## config.mk

```make
export PLATFORM = sky130hd
export DESIGN_NAME = ecc_spec_return
export DESIGN_NICKNAME = d
export VERILOG_FILES = /design/src/rtl/ecc_ret_pkg.sv /design/src/rtl/ecc_syn_stage.sv /design/src/rtl/ecc_fix_stage.sv /design/src/rtl/ecc_mode_ctrl.sv /design/src/rtl/ecc_spec_return.sv
export SDC_FILE = /design/constraint.sdc
export NUM_CORES = 1
export LEC_CHECK = 0
export ABC_AREA = 0
export BUFFER_PORTS_ARGS = -buffer_cell sky130_fd_sc_hd__buf_2
export CORE_MARGIN = 2
export CORE_UTILIZATION = 52
export CTS_CLUSTER_DIAMETER = 40
export DETAILED_ROUTE_END_ITERATION = 8
export GPL_TIMING_DRIVEN = 0
export HOLD_SLACK_MARGIN = 0.05
export PLACE_DENSITY = 0.83
export SYNTH_ARGS = -nofsm -noshare
export SYNTH_HDL_FRONTEND = slang
export SYNTH_SLANG_ARGS = --single-unit
```

## constraint.sdc

```tcl
create_clock -name clk -period 3.1 [get_ports clk]
set_input_delay 0.775 -clock clk [delete_from_list [all_inputs] [get_ports clk]]
set_output_delay 0.775 -clock clk [all_outputs]
set_load 0.03 [all_outputs]
```

## src/rtl/ecc_ret_pkg.sv

```systemverilog
// Package: shared widths, beat type and SECDED helper functions.
// Assumes a Hamming layout where data fills non-power-of-two positions 1..N.
package ecc_ret_pkg;
    parameter int DATA_W = 64;
    localparam int PAR_W  = $clog2(DATA_W + $clog2(DATA_W) + 1);
    localparam int CHK_W  = PAR_W + 1;
    localparam int CW_LEN = DATA_W + PAR_W;

    typedef struct packed {
        logic              valid;
        logic [DATA_W-1:0] data;
        logic [CHK_W-1:0]  chk;
    } beat_t;

    // XOR of the codeword positions of all set data bits
    function automatic logic [PAR_W-1:0] hamming_par(input logic [DATA_W-1:0] d);
        logic [PAR_W-1:0] acc;
        int k;
        acc = '0;
        k   = 0;
        for (int pos = 1; pos <= CW_LEN; pos++) begin
            if ((pos & (pos - 1)) != 0) begin
                if (d[k]) acc ^= pos[PAR_W-1:0];
                k++;
            end
        end
        return acc;
    endfunction

    // Flip the data bit that sits at codeword position syn (no-op otherwise)
    function automatic logic [DATA_W-1:0] flip_at(input logic [DATA_W-1:0] d,
                                                  input logic [PAR_W-1:0]  syn);
        logic [DATA_W-1:0] r;
        int k;
        r = d;
        k = 0;
        for (int pos = 1; pos <= CW_LEN; pos++) begin
            if ((pos & (pos - 1)) != 0) begin
                if (pos[PAR_W-1:0] == syn) r[k] = ~r[k];
                k++;
            end
        end
        return r;
    endfunction
endpackage

```

## src/rtl/ecc_syn_stage.sv

```systemverilog
// Syndrome stage: registers a beat and its Hamming syndrome plus overall parity.
// Assumes check bits arrive with the beat; payload registers need no reset.
module ecc_syn_stage
    import ecc_ret_pkg::*;
(
    input  logic              clk,
    input  logic              rst_n,
    input  beat_t             beat_i,
    output logic              valid_o,
    output logic [DATA_W-1:0] data_o,
    output logic [PAR_W-1:0]  syn_o,
    output logic              par_o
);
    // Valid bit of the stage, cleared by reset
    always_ff @(posedge clk) begin
        if (!rst_n) valid_o <= 1'b0;
        else        valid_o <= beat_i.valid;
    end

    // Payload, syndrome and total parity of the received codeword
    always_ff @(posedge clk) begin
        data_o <= beat_i.data;
        syn_o  <= hamming_par(beat_i.data) ^ beat_i.chk[PAR_W-1:0];
        par_o  <= (^beat_i.data) ^ (^beat_i.chk);
    end
endmodule

```

## src/rtl/ecc_fix_stage.sv

```systemverilog
// Correction stage: classifies the syndrome and flips the faulty data bit.
// Assumes syndrome and parity are aligned with the data on the input.
module ecc_fix_stage
    import ecc_ret_pkg::*;
(
    input  logic              clk,
    input  logic              rst_n,
    input  logic              ecc_en_i,
    input  logic              valid_i,
    input  logic [DATA_W-1:0] data_i,
    input  logic [PAR_W-1:0]  syn_i,
    input  logic              par_i,
    output logic              valid_o,
    output logic [DATA_W-1:0] data_o,
    output logic              sbe_o,
    output logic              dbe_o
);
    logic single_w, double_w;

    // Odd total parity means one flip; even parity with a syndrome means two
    always_comb begin
        single_w = ecc_en_i && valid_i && par_i;
        double_w = ecc_en_i && valid_i && !par_i && (syn_i != '0);
    end

    // Valid and error flags of the stage
    always_ff @(posedge clk) begin
        if (!rst_n) begin
            valid_o <= 1'b0;
            sbe_o   <= 1'b0;
            dbe_o   <= 1'b0;
        end else begin
            valid_o <= valid_i;
            sbe_o   <= single_w;
            dbe_o   <= double_w;
        end
    end

    // Corrected data; double-bit beats pass unchanged
    always_ff @(posedge clk) begin
        data_o <= single_w ? flip_at(data_i, syn_i) : data_i;
    end

    // a disabled checker never raises an error flag
    p_disabled_quiet_r9: assert property (@(posedge clk) disable iff (!rst_n)
        !ecc_en_i |=> !(sbe_o || dbe_o));
    // one beat is never both single- and double-bit
    p_class_exclusive_r3: assert property (@(posedge clk) disable iff (!rst_n)
        !(sbe_o && dbe_o));
endmodule

```

## src/rtl/ecc_mode_ctrl.sv

```systemverilog
// Mode control: picks raw or corrected output, issues discards, keeps the
// sticky uncorrectable flag. Assumes stage 3 carries check results for a beat
// that was forwarded raw two cycles earlier while in speculative mode.
module ecc_mode_ctrl
    import ecc_ret_pkg::*;
(
    input  logic              clk,
    input  logic              rst_n,
    input  logic              v1_i,
    input  logic [DATA_W-1:0] d1_i,
    input  logic              v2_i,
    input  logic              v3_i,
    input  logic [DATA_W-1:0] d3_i,
    input  logic              sbe3_i,
    input  logic              dbe3_i,
    output logic              out_valid_o,
    output logic [DATA_W-1:0] out_data_o,
    output logic              out_err_o,
    output logic              discard_o,
    output logic [1:0]        mask_o,
    output logic              ue_o
);
    logic corr_q;
    logic ue_q;
    logic err_now, use_fix, drained;

    // Output source select and discard generation
    always_comb begin
        err_now     = v3_i && (sbe3_i || dbe3_i);
        use_fix     = corr_q || err_now;
        drained     = !(v1_i || v2_i || v3_i);
        out_valid_o = use_fix ? v3_i : v1_i;
        out_data_o  = use_fix ? d3_i : d1_i;
        out_err_o   = use_fix && v3_i && dbe3_i;
        discard_o   = !corr_q && err_now;
        mask_o      = discard_o ? {1'b1, v2_i} : 2'b00;
        ue_o        = ue_q;
    end

    // Mode register: enter on an error, leave once the pipeline is empty
    always_ff @(posedge clk) begin
        if (!rst_n)       corr_q <= 1'b0;
        else if (!corr_q) corr_q <= err_now;
        else if (drained) corr_q <= 1'b0;
    end

    // Sticky uncorrectable-error flag
    always_ff @(posedge clk) begin
        if (!rst_n) ue_q <= 1'b0;
        else        ue_q <= ue_q || (v3_i && dbe3_i);
    end

    // a discard is followed by corrected-mode output
    p_discard_enters_fix_r5: assert property (@(posedge clk) disable iff (!rst_n)
        discard_o |=> corr_q);
    // no discard while already correcting
    p_no_discard_in_fix_r6: assert property (@(posedge clk) disable iff (!rst_n)
        corr_q |-> !discard_o);
    // the uncorrectable flag never falls outside reset
    p_ue_sticky_r8: assert property (@(posedge clk) disable iff (!rst_n)
        ue_q |=> ue_q);
    // error response only on a delivered beat
    p_err_on_valid_r8: assert property (@(posedge clk) disable iff (!rst_n)
        out_err_o |-> out_valid_o);
endmodule

```

## src/rtl/ecc_spec_return.sv

```systemverilog
// Top: speculative read-return path. Stage 1 forwards raw data; stages 2-3
// check and correct; the mode controller chooses the output and discards.
// Assumes one beat per cycle at most and no back-pressure from the requester.
module ecc_spec_return
    import ecc_ret_pkg::*;
(
    input  logic              clk,
    input  logic              rst_n,
    input  logic              ecc_en,
    input  logic              in_valid,
    input  logic [DATA_W-1:0] in_data,
    input  logic [CHK_W-1:0]  in_check,
    output logic              out_valid,
    output logic [DATA_W-1:0] out_data,
    output logic              out_err,
    output logic              discard_valid,
    output logic [1:0]        discard_mask,
    output logic              ue_flag
);
    beat_t             s1_q;
    logic              v2, par2, v3, sbe3, dbe3;
    logic [DATA_W-1:0] d2, d3;
    logic [PAR_W-1:0]  syn2;

    // Stage 1 valid bit
    always_ff @(posedge clk) begin
        if (!rst_n) s1_q.valid <= 1'b0;
        else        s1_q.valid <= in_valid;
    end

    // Stage 1 payload
    always_ff @(posedge clk) begin
        s1_q.data <= in_data;
        s1_q.chk  <= in_check;
    end

    ecc_syn_stage u_syn (
        .clk     (clk),
        .rst_n   (rst_n),
        .beat_i  (s1_q),
        .valid_o (v2),
        .data_o  (d2),
        .syn_o   (syn2),
        .par_o   (par2)
    );

    ecc_fix_stage u_fix (
        .clk      (clk),
        .rst_n    (rst_n),
        .ecc_en_i (ecc_en),
        .valid_i  (v2),
        .data_i   (d2),
        .syn_i    (syn2),
        .par_i    (par2),
        .valid_o  (v3),
        .data_o   (d3),
        .sbe_o    (sbe3),
        .dbe_o    (dbe3)
    );

    ecc_mode_ctrl u_mode (
        .clk         (clk),
        .rst_n       (rst_n),
        .v1_i        (s1_q.valid),
        .d1_i        (s1_q.data),
        .v2_i        (v2),
        .v3_i        (v3),
        .d3_i        (d3),
        .sbe3_i      (sbe3),
        .dbe3_i      (dbe3),
        .out_valid_o (out_valid),
        .out_data_o  (out_data),
        .out_err_o   (out_err),
        .discard_o   (discard_valid),
        .mask_o      (discard_mask),
        .ue_o        (ue_flag)
    );

    // the discard mask always names the faulty beat
    p_mask_names_bad_r4: assert property (@(posedge clk) disable iff (!rst_n)
        discard_valid |-> discard_mask[1]);
    // no mask bits without a discard strobe
    p_mask_idle_r4: assert property (@(posedge clk) disable iff (!rst_n)
        !discard_valid |-> (discard_mask == 2'b00));
endmodule

```

-- After elaboration in Yosys (flattened, before gate mapping)
Cells that the tools add are included.
- bits in registers: 215
- input port bits: 76
- logic and storage cells: 359
- eq/ne operators: 64
- mux-type cells: 134
- bitwise logic cells: 129
- reductions and logical operators: 19
- operators by type and width (kind ; number):
    $eq A6 B7 Y1 const A ; 31
    $mux W6 ; 32
    $mux W64 ; 3
    $eq A5 B7 Y1 const A ; 15
    $mux W5 ; 16
    $not A3 Y3 ; 23
    $not A1 Y1 ; 64
    $not A4 Y4 ; 16
    $reduce_xor A64 Y1 ; 1
    $mux W63 ; 1
    $mux W62 ; 1
    $mux W61 ; 1
    $mux W60 ; 1
    $mux W59 ; 1
    $mux W58 ; 1
    $mux W57 ; 1
    $mux W56 ; 1
    $mux W7 ; 8
    $mux W55 ; 1
    $mux W54 ; 1
    $mux W53 ; 1
    $mux W52 ; 1
    $mux W51 ; 1
    $mux W50 ; 1
    other kinds (60) ; 123

-- Depth between registers and ports, before layout
Gate-level depths: netlist of run 1.
- depth in word-level cells: 128
- gate-level depth with buffers: 6
- mapped depth without buffers: 5

-- Hierarchy
Synthesis of run 1 repeated with hierarchy kept, for this count alone.
- cell total of the unflattened synthesis: 839
- area, all modules: 8979.9 um^2
- modules (own cells, without submodules) (module ; times used ; cells an instance ; area each (um^2) ; sequential area each (um^2)):
    ecc_syn_stage ; 1 ; 203 ; 2801.4 ; 1461.4
    ecc_fix_stage ; 1 ; 249 ; 2695.1 ; 1341.3
    ecc_mode_ctrl ; 1 ; 313 ; 2015.7 ; 40.0
    ecc_spec_return ; 1 ; 74 ; 1467.7 ; 1461.4

-- Least setup slack after synthesis of run 1
No wires, ideal clock.
- path type: register to output
- start point: register u_fix.dbe_o
- end point: output port out_data[12]
- arrival time: 1.665 ns
- data required time: 2.325 ns
- path slack: 0.660 ns
- cell stages (with the launch flop): 6
- buffers on the path: 2
- cells stage by stage: dfxtp_1 o21ai_0 nor2b_1 buf_1 buf_2 mux2_2
- cells in the longest elaborated chain, start to end: 4
- RTL lines (item ; line ; source):
    start, declared ; ecc_fix_stage.sv:16 ; output logic dbe_o
    start signal, assigned ; ecc_fix_stage.sv:35 ; dbe_o <= double_w;
    $logic_or A1 B1 Y1 ; ecc_mode_ctrl.sv:29 ; err_now = v3_i && (sbe3_i || dbe3_i);
    $logic_and A1 B1 Y1 ; ecc_mode_ctrl.sv:29 ;
    $logic_or A1 B1 Y1 ; ecc_mode_ctrl.sv:30 ; use_fix = corr_q || err_now;
    $mux W64 ; ecc_mode_ctrl.sv:33 ; out_data_o = use_fix ? d3_i : d1_i;
    end, declared ; ecc_spec_return.sv:14 ; output logic [DATA_W-1:0] out_data,
Every way passes these cells.

-- Worst setup path in the final report of run 1
- start point: register u_fix.dbe_o
- end point: output port out_data[40]
Same word-level chain as after synthesis.

==> results.md, run 1 <==
* Pint at around 5.8 mW
* Combinational group share of total power at 18.4%
* Setup TNS at 0 ns
* Least-Margin Pin Slew at 1.157 ns
* CP top delay family: buffers and inverters
* CP Launch Point: u_fix.dbe_o
* Worst R2R Start: u_syn.valid_o
* Critical Path End: out_data[40]
* Sequential-to-total area share from yosys stat at about 57%
* Worst Path Required at 2.32 ns
* DR iter-0 viols at 224
* Most common cell after layout, fill and taps aside: dfxtp_1
* Most frequent cells in the layout: 215 x dfxtp_1, 147 x buf_2, 134 x xnor2_1
* P per Cell Area at 832.6 nW/um2
* First-pass GRT wire length at approximately 28000 um
* Part of the power in registers at 39.7%
* Critical-path cell list: o21ai_1 > nor2b_4 > buf_6 > buf_6 > mux2_2 > buf_2
* CORE AREA at 14370 um2
* # rows at 44
* First-pass DRT Iterations at 5
* Vias in the first global route at around 5100
* Layout cells sized above 1 at 33.62%
* Crit-path max FO at 10
* Antenna violations before repair at 0
* Gate Count Post-Synth at 610
* Post-Route WL at 17760 um
* Clock power frac at 41.9%
* Largest net degree at the start of global routing at 15
* Setup Fix Bufs, Post-CTS at 0
* CTS max path bufs at 3
* Gr usage total at 23.09%
* Max_slew headroom at approximately 23%
* Period utilization at a little over nine tenths
* Hold Crit Class: input port to flop
* # DRC at 0
* Via count at a little under 5000
* Die area at ~15000 um2
* Clock Latency Late Sink at ~0.53 ns
* Die Y at 124.5 um
* Synth warnings at 0
* Post-DP HPWL at 12920 um
* CP peak stage delay at 0.38 ns
* Finished Cell Area at 9535 um2
* Final Hold Fails at 0
* Ports at 146
* Mapped Nets at 686
* Peak supply drop at 0.5447 mV
* Final min period at 2.946 ns
* Root Buffer: clkbuf_16
* Max Freq at 339.4 MHz
* ANT nets after route at 0
* Initial core utilization at 52.53%
* Critical path buffer and inverter count at 3
* R2r worst-path depth at 5
* Placed Cells at 939
* Routed len/inst at 17.94 um
* Slowest CP cell: mux2_2
* RSZ-0062 raised after global routing: no
* Final nets at 861
* Vias per cell at 4.872
* Gp weighted congestion at 0.8757
* Horiz. Die Dim at about 120 um
* Skew final at 0.01194 ns
* CTS tree: done
* Area growth syn-to-layout at 26.34%
* Mapped Area at 7547 um2
* CTS Buf Count at 28
* Setup slack, reg-to-reg at approximately 0.86 ns
* Slew Viols, Final at 0
* Yosys cell types at 28
* Diodes inserted at 0
* DP Area at 8503 um2
* # clock sinks at 215
* Status: finished clean
* Hold Crit Start: in_data[35]
* Port bufs at 145
* Crit Path Class: flop to primary output
* Htree depth at 1
* LEAKAGE at 4.067 nW
* Mapped Avg Cell Area at 12.37 um2
* R2r endpoint: u_fix.data_o[44]
* Max-cap violations at 0
* Top cell by count, worst path: buf_6
* Clk slew on worst S/H paths at 0.06 ns
* Cell depth of the worst setup path at 6
* Arr. time, crit path at 2.17 ns
* Total gr overflow at 0
* P_sw at between 2 and 2.5 mW
* Fin cells at 990
* Sw Share at about 27%
* CP endpoint kind: primary output
* Final setup vio count at 0
* CP startpoint kind: flop
* Yosys reg bits at 215
logic make-up after synthesis:
| kind of cell | Yosys count | share of synthesized area (%) |
|---|---|---|
| flops | 215 | 57.03 |
| xor+xnor | 193 | 25.02 |
| simple gates | 118 | 7.112 |
| mux | 65 | 9.698 |
| buf+inv | 16 | 0.9119 |
| compound gates | 3 | 0.2320 |
Yosys cell counts:
| library cell | number | area (um2) |
|---|---|---|
| inv_1 | 1 | 3.750 |
| and2_0 | 1 | 6.260 |
| buf_2 | 4 | 20.02 |
| o21ai_0 | 1 | 5.000 |
| xnor3_2 | 1 | 23.77 |
| clkbuf_1 | 7 | 26.28 |
| nand2_1 | 43 | 161.4 |
| nand2b_1 | 5 | 31.28 |
| nor3b_1 | 1 | 7.510 |
| buf_1 | 3 | 11.26 |
| and3b_1 | 1 | 8.760 |
| nand3_1 | 3 | 15.01 |
| nand3b_1 | 2 | 15.01 |
| a21oi_1 | 1 | 5.000 |
| and2_1 | 6 | 37.54 |
| dfxtp_1 | 215 | 4304 |
| nor2_1 | 35 | 131.4 |
| o21a_1 | 1 | 7.510 |
| buf_4 | 1 | 7.510 |
| xor2_1 | 45 | 394.1 |
| nor2b_1 | 2 | 12.51 |
| or3_1 | 4 | 25.02 |
| nor4_1 | 8 | 50.05 |
| xnor3_4 | 1 | 26.28 |
| nor3_1 | 7 | 35.03 |
| xnor3_1 | 12 | 270.3 |
| xnor2_1 | 134 | 1174 |
| mux2_2 | 65 | 732.0 |
power groups by stage:
stage	Combinational (mW)	Sequential (mW)	Clock (mW)
2_1_floorplan	1.10	3.15	0
3_3_place_gp	1.43	3.20	0
3_5_place_dp	1.44	3.20	0
4_1_cts	1.45	3.15	3.36
5_1_grt	1.55	3.17	3.49
6_report	1.46	3.15	3.33
timing repair:
| item | CTS | global route |
|---|---|---|
| hold buffers | 0 | 0 |
| endpoints found under the setup margin | 65 | 59 |
| gates resized for setup | 11 | 8 |
final cells by class:
cell class	count	area, um2
fill	1095	4833
sequential	215	4304
multi-input combinational	379	3182
clock buffer	31	743.2
timing repair buffer	145	725.7
clock inverter	20	246.5
tap	184	230.2
buffer	15	100.1
inverter	1	3.754
state kept, by name, summed over array words and instances (netlist names):
register       flops
u_mode.corr_q      1
u_syn.syn_o        7
u_syn.par_o        1
u_fix.data_o      64
u_fix.sbe_o        1
u_fix.dbe_o        1
s1_q              73
u_syn.valid_o      1
u_fix.valid_o      1
u_mode.ue_o        1
u_syn.data_o      64
metal layers:
metal | track usage, % | up-vias | wire [um]
met4 | 7.006 | 0 | 480
li1 | - | 2317 | -
met2 | 37.90 | 163 | 8502
met1 | 30.76 | 2310 | 7684
met3 | 4.940 | 33 | 1089
met5 | 0 | - | 0
how the worst min path moves through the flow:
| stage | to | cells past startpoint |
|---|---|---|
| final | s1_q[43] | 1 |
| after global routing | s1_q[23] | 1 |
| after CTS | s1_q[23] | 1 |
| after detailed placement | u_syn.data_o[33] | 0 |
| after global placement | u_syn.data_o[33] | 0 |
| after floorplan | u_syn.data_o[33] | 0 |
through the flow:
stage | power, mW | hold WS [ns] | util (%) | worst slack [ns]
2_1_floorplan | 4.256 | 0.3475 | - | 0.6598
3_3_place_gp | 4.626 | 0.3547 | 59.18 | 0.07890
3_5_place_dp | 4.638 | 0.3565 | 59.18 | 0.04211
4_1_cts | 7.955 | 0.3355 | 66.18 | -0.02517
5_1_grt | 8.219 | 0.3281 | 66.36 | 0.02525
6_report | 7.939 | 0.3447 | 66.36 | 0.1538
No activity file was read; power rests on OpenSTA's default activity.
==> inputs of run 2 (changes only) <==
REMOVE_ABC_BUFFERS = 1   (was not set)
==> run 2 against run 1 <==
Power shrank 1.6%; cell area shrank 0.73%; cell count shrank 1.6%; clock power shrank 4%; via count shrank 2.7%; non-clock buffer count shrank 12; combinational power shrank 3%; worst hold slack gained 0.013 ns; clock skew shrank 0.0026 ns; largest cell class unchanged; largest power group unchanged; highest routed layer unchanged.
==> results.md, run 2 (synthesis results as in run 1) <==
* Slew Viols, Final at 0 (unchanged)
* DR iter-0 viols at 198 (was 224)
* Max_slew headroom at 40.21% (was 22.68%)
* Via count at 4695 (was 4823)
* Worst Path Required at 2.32 ns (about the same)
* Largest net degree at the start of global routing at 35 (was 15)
* Pre-CTS setup slack at 0.06004 ns (was 0.04211 ns)
* Max Freq at 340.1 MHz (was 339.4 MHz)
* Final worst slack at 0.1598 ns (was 0.1538 ns)
* Biggest register: s1_q (unchanged)
* CORE AREA at 14370 um2 (unchanged)
* Total gr overflow at 0 (unchanged)
* Final nets at 848 (was 861)
* Period utilization at 94.85% (was 95.04%)
* Layout cells sized above 1 at 33.29% (was 33.62%)
* Critical-path cell list: o21ai_2 > nor2b_4 > buf_12 > mux2_2 > buf_2 (was o21ai_1 > nor2b_4 > buf_6 > buf_6 > mux2_2 > buf_2)
* Slowest CP cell: mux2_2 (unchanged)
* Least-Margin Pin Slew at 0.8929 ns (was 1.157 ns)
* # clock sinks at 215 (unchanged)
* Largest registers: s1_q (73), u_fix.data_o (64), u_syn.data_o (64) (unchanged)
* Most common cell after layout, fill and taps aside: dfxtp_1 (unchanged)
* CTS max path bufs at 3 (unchanged)
* # DRC at 0 (unchanged)
* Gp weighted congestion at 0.8971 (was 0.8757)
* Peak supply drop at 0.4571 mV (was 0.5447 mV)
* Diodes inserted at 0 (unchanged)
* Ports at 146 (unchanged)
* CTS hold repair buffers at 0 (unchanged)
* Clock Latency Late Sink at 0.51 ns (was 0.53 ns)
* LEAKAGE at 4.046 nW (was 4.067 nW)
* Vias in the first global route at 5028 (was 5094)
* Crit-path max FO at 34 (was 10)
* ANT nets after route at 0 (unchanged)
* CTS tree: done (unchanged)
* GRT met2 Usage at 37.51% (was 37.90%)
* First-pass DRT Iterations at 4 (was 5)
* Min Hold Slack at 0.3581 ns (was 0.3447 ns)
* Met3 usage at 4.296% (was 4.940%)
* Routed len/inst at 17.87 um (was 17.94 um)
* CTS Buf Count at 26 (was 28)
* Vias per cell at 4.820 (was 4.872)
* Number of flip-flops in the largest register at 73 (unchanged)
* GRT met1 Usage at 29.83% (was 30.76%)
* CP startpoint kind: flop (unchanged)
* Arr. time, crit path at 2.17 ns (about the same)
* Horiz. Die Dim at 124.5 um (unchanged)
* Most frequent cells in the layout: 215 x dfxtp_1, 145 x buf_2, 134 x xnor2_1 (was 215 x dfxtp_1, 147 x buf_2, 134 x xnor2_1)
* Hold Crit Class: input port to flop (unchanged)
* Root Buffer: clkbuf_16 (unchanged)
* Post-Route WL at 17410 um (was 17760 um)
* Port bufs at 145 (unchanged)
* Status: finished clean (unchanged)
* Crit Path Class: flop to primary output (unchanged)
* Die Y at 124.5 um (unchanged)
* Final Hold Fails at 0 (unchanged)
* P per Cell Area at 825.3 nW/um2 (was 832.6 nW/um2)
* Global route hottest layer: met2 (unchanged)
* Initial core utilization at 52.53% (unchanged)
* RSZ-0062 raised after global routing: no (unchanged)
* # rows at 44 (unchanged)
* Htree depth at 1 (unchanged)
* Clk slew on worst S/H paths at 0.06 ns (about the same)
* Max-cap violations at 0 (unchanged)
* Antenna violations before repair at 0 (unchanged)
* Final min period at 2.940 ns (was 2.946 ns)
* Area growth syn-to-layout at 25.41% (was 26.34%)
* Post-DP HPWL at 12410 um (was 12920 um)
* Final setup vio count at 0 (unchanged)
* Gr usage total at 22.46% (was 23.09%)
* First-pass GRT wire length at 27430 um (was 27520 um)
* Fin util at 65.87% (was 66.36%)
* Die area at 15490 um2 (unchanged)
* CP peak stage delay at 0.38 ns (about the same)
* Skew final at 0.009353 ns (was 0.01194 ns)
* CP endpoint kind: primary output (unchanged)
[run 2: cell count changes in the layout (fill, tap and decap cells not counted), moves of 2 or more]
cell        previous run  this run
clkbuf_1               8         2
buf_12                 0         3
buf_2                147       145
clkbuf_8               1         4
buf_6                  5         0
clkinv_2               5         1
clkbuf_16             29        27
clkinvlp_4             4         1
[run 2: metal layers]
metal,share of wire [%],routed length (um),up-vias
li1,-,-,2296
met1,45,7810,2218
met2,48,8311,150
met3,5.4,944,31
met4,2.0,340,0
met5,0,0,-
[run 2: path summary, 6_finish.rpt]
kind	startpoint	end	slack, ns	cells past startpoint
worst max-delay path	u_fix.dbe_o	out_data[50]	0.16	5
worst min-delay path	in_data[5]	s1_q[13]	0.36	1
worst max register to register	s1_q[48]	u_syn.par_o	0.84	5
worst min register to register	s1_q[41]	u_syn.data_o[33]	0.38	0
[run 2: critical path: cells and delay by family (launching register included)]
kind / cells / cell delay, ns
mux: 1 / 0.38
simple gates: 1 / 0.26
compound gates: 1 / 0.25
flops: 1 / 0.32
buf+inv: 2 / 0.41
[run 2: per-stage QoR]
stage / power (mW) / instances / setup TNS (ns) / instance area (um2)
4_1_cts: 7.849 / 974 / 0 / 9457
6_report: 7.812 / 974 / 0 / 9465
3_5_place_dp: 4.641 / 925 / 0 / 8466
2_1_floorplan: 4.239 / 595 / -115.05 / 7482
3_3_place_gp: 4.626 / 924 / -212.91 / 8438
5_1_grt: 8.096 / 974 / 0 / 9465
[run 2: where the power goes]
part	leakage, nW	internal, mW	switching (mW)	total, mW
clock	0.458	2.03	1.17	3.21
combinational	1.78	0.722	0.690	1.41
sequential	1.81	2.98	0.211	3.19
total	4.05	5.74	2.08	7.81
[run 2: repair_timing]
item,4_1_cts,5_1_grt
setup endpoints to repair,65,4
gates resized for setup,2,1
setup buffers,2,0
hold endpoints to repair,0,0
cloned,1,0
[run 2: area by class of cell]
cell class | count | area [um2]
Clock buffer | 33 | 738.2
Clock inverter | 13 | 198.9
Fill cell | 1057 | 4903
Inverter | 1 | 3.754
Multi-Input combinational cell | 380 | 3204
Sequential cell | 215 | 4304
Tap cell | 184 | 230.2
Timing Repair Buffer | 148 | 785.8
==> inputs of run 3 (changes only) <==
CELL_PAD_IN_SITES_DETAIL_PLACEMENT = 1   (was not set)
CELL_PAD_IN_SITES_GLOBAL_PLACEMENT = 1   (was not set)
CORE_UTILIZATION = 49   (was 52)
CTS_BUF_LIST = sky130_fd_sc_hd__clkbuf_4   (was not set)
GPL_ROUTABILITY_DRIVEN = 0   (was not set)
PLACE_DENSITY = 0.94   (was 0.83)
==> run 3 against run 2 <==
Largest power group is now sequential cells; sequential cell count is the same; power shrank 10%; die area grew 5.9%.
==> results.md, run 3 (synthesis results as in run 1) <==
* Status: finished clean (unchanged)
* Least-Margin Pin Slew at 1.403 ns (was 0.8929 ns)
* Final nets at 879 (was 848)
* Peak supply drop at 0.4299 mV (was 0.4571 mV)
* CP startpoint kind: flop (unchanged)
* First-pass DRT Iterations at 4 (unchanged)
* CP endpoint kind: primary output (unchanged)
* Post-Route WL at 22180 um (was 17410 um)
* Clk slew on worst S/H paths at 0.08 ns (was 0.06 ns)
* Ports at 146 (unchanged)
* Pre-CTS setup slack at 0.2237 ns (was 0.06004 ns)
* WHS Endpoint: s1_q[60] (was s1_q[13])
* Vias in the first global route at 5804 (was 5028)
* Layout cells sized above 1 at 36.07% (was 33.29%)
* RSZ-0062 raised after global routing: yes (was no)
* # clock sinks at 215 (unchanged)
* Tot Pwr at 6.995 mW (was 7.812 mW)
* CORE AREA at 15150 um2 (was 14370 um2)
* Max_slew headroom at 6.268% (was 40.21%)
* Die area at 16410 um2 (was 15490 um2)
* Largest net degree at the start of global routing at 24 (was 35)
* Root Buffer: clkbuf_4 (was clkbuf_16)
* Via count at 5119 (was 4695)
* CTS hold repair buffers at 0 (unchanged)
* Die Y at 128.1 um (was 124.5 um)
* Hold Crit Start: in_data[52] (was in_data[5])
* Largest registers: s1_q (73), u_fix.data_o (64), u_syn.data_o (64) (unchanged)
* Worst Path Required at 2.32 ns (about the same)
* Setup slack, reg-to-reg at 0.66 ns (was 0.84 ns)
* Fin cells at 1029 (was 974)
* CTS max path bufs at 3 (unchanged)
* Final worst slack at 0.06103 ns (was 0.1598 ns)
* # DRC at 0 (unchanged)
* Clock Latency Late Sink at 0.71 ns (was 0.51 ns)
* R2r worst-path depth at 5 (unchanged)
* Final min period at 3.039 ns (was 2.940 ns)
* Min Hold Slack at 0.1584 ns (was 0.3581 ns)
* First-pass GRT wire length at 33080 um (was 27430 um)
* Gr usage total at 27.28% (was 22.46%)
* Crit-path max FO at 8 (was 34)
* LEAKAGE at 4.003 nW (was 4.046 nW)
* # rows at 45 (was 44)
* Area growth syn-to-layout at 22.30% (was 25.41%)
* Total gr overflow at 0 (unchanged)
* Slew Viols, Final at 0 (unchanged)
* Max-cap violations at 0 (unchanged)
* Hold Crit Class: input port to flop (unchanged)
* Crit Path Class: flop to primary output (unchanged)
* CTS Buf Count at 53 (was 26)
* Placed Cells at 930 (was 925)
* Routed len/inst at 21.55 um (was 17.87 um)
* P per Cell Area at 757.8 nW/um2 (was 825.3 nW/um2)
* Htree depth at 2 (was 1)
* Biggest register: s1_q (unchanged)
* CTS tree: done (unchanged)
* Vias per cell at 4.975 (was 4.820)
* Horiz. Die Dim at 128.1 um (was 124.5 um)
* Max Freq at 329.1 MHz (was 340.1 MHz)
* Most common cell after layout, fill and taps aside: dfxtp_1 (unchanged)
* Post-DP HPWL at 15090 um (was 12410 um)
* Hold path depth at 1 (unchanged)
* Initial core utilization at 49.83% (was 52.53%)
* Final setup vio count at 0 (unchanged)
* ANT nets after route at 0 (unchanged)
* Most frequent cells in the layout: 215 x dfxtp_1, 145 x buf_2, 134 x xnor2_1 (unchanged)
* DR iter-0 viols at 210 (was 198)
* Worst R2R Start: s1_q[48] (unchanged)
* Antenna violations before repair at 1 (was 0)
* Skew final at 0.06711 ns (was 0.009353 ns)
* Port bufs at 145 (unchanged)
* Setup TNS at 0 ns (unchanged)
* Period utilization at 98.03% (was 94.85%)
* Final Hold Fails at 0 (unchanged)
* R2r endpoint: u_syn.par_o (unchanged)
* Number of flip-flops in the largest register at 73 (unchanged)
* Arr. time, crit path at 2.26 ns (was 2.17 ns)
run 3: per-stage QoR:
step                      cell area, um2  util, %
final                               9230    60.94
after global routing                9230    60.94
after CTS                           9195    60.71
after detailed placement            8506    56.16
after global placement              8443    55.75
after floorplan                     7482        -
run 3: area by class of cell:
class | instances | area (um2)
timing repair buffer | 152 | 848.3
sequential | 215 | 4304
multi-input combinational | 380 | 3199
antenna | 1 | 2.502
clock inverter | 16 | 66.31
fill | 1598 | 5916
clock buffer | 76 | 570.5
tap | 188 | 235.2
inverter | 1 | 3.754
run 3: per-layer routing:
| metal | up-vias | track usage (%) | part of all wire, % |
|---|---|---|---|
| met5 | - | 0 | 0 |
| met4 | 0 | 12.86 | 3.1 |
| met3 | 51 | 6.970 | 6.4 |
| met2 | 212 | 47.94 | 51 |
| met1 | 2478 | 31.03 | 39 |
| li1 | 2378 | - | - |
run 3: where the power goes:
group	internal, mW	total, mW	switching, mW
Clock	1.12	2.29	1.16
Sequential	2.98	3.21	0.233
Combinational	0.724	1.50	0.775
run 3: repair_timing:
action,4_1_cts,5_1_grt
resized for setup,3,0
endpoints found under the setup margin,65,30
gates cloned,1,1
buffers inserted,3,1
endpoints found under the hold margin,0,0
pin swaps,1,1
run 3: worst max-delay path by stage:
stage / start / end / depth (start not counted)
2_1_floorplan: u_fix.dbe_o / out_data[0] / 3
3_3_place_gp: u_fix.dbe_o / out_data[7] / 4
3_5_place_dp: u_fix.dbe_o / out_data[7] / 5
4_1_cts: u_fix.dbe_o / out_data[22] / 6
5_1_grt: u_fix.dbe_o / out_data[28] / 6
6_report: u_fix.dbe_o / out_data[19] / 6
run 3: worst max-delay path, stage by stage (launching register included):
cell and delay, ns:
dfxtp_1 0.33, o21ai_2 0.18, nor2b_4 0.19, buf_12 0.15, buf_4 0.19, mux2_2 0.36, buf_2 0.19
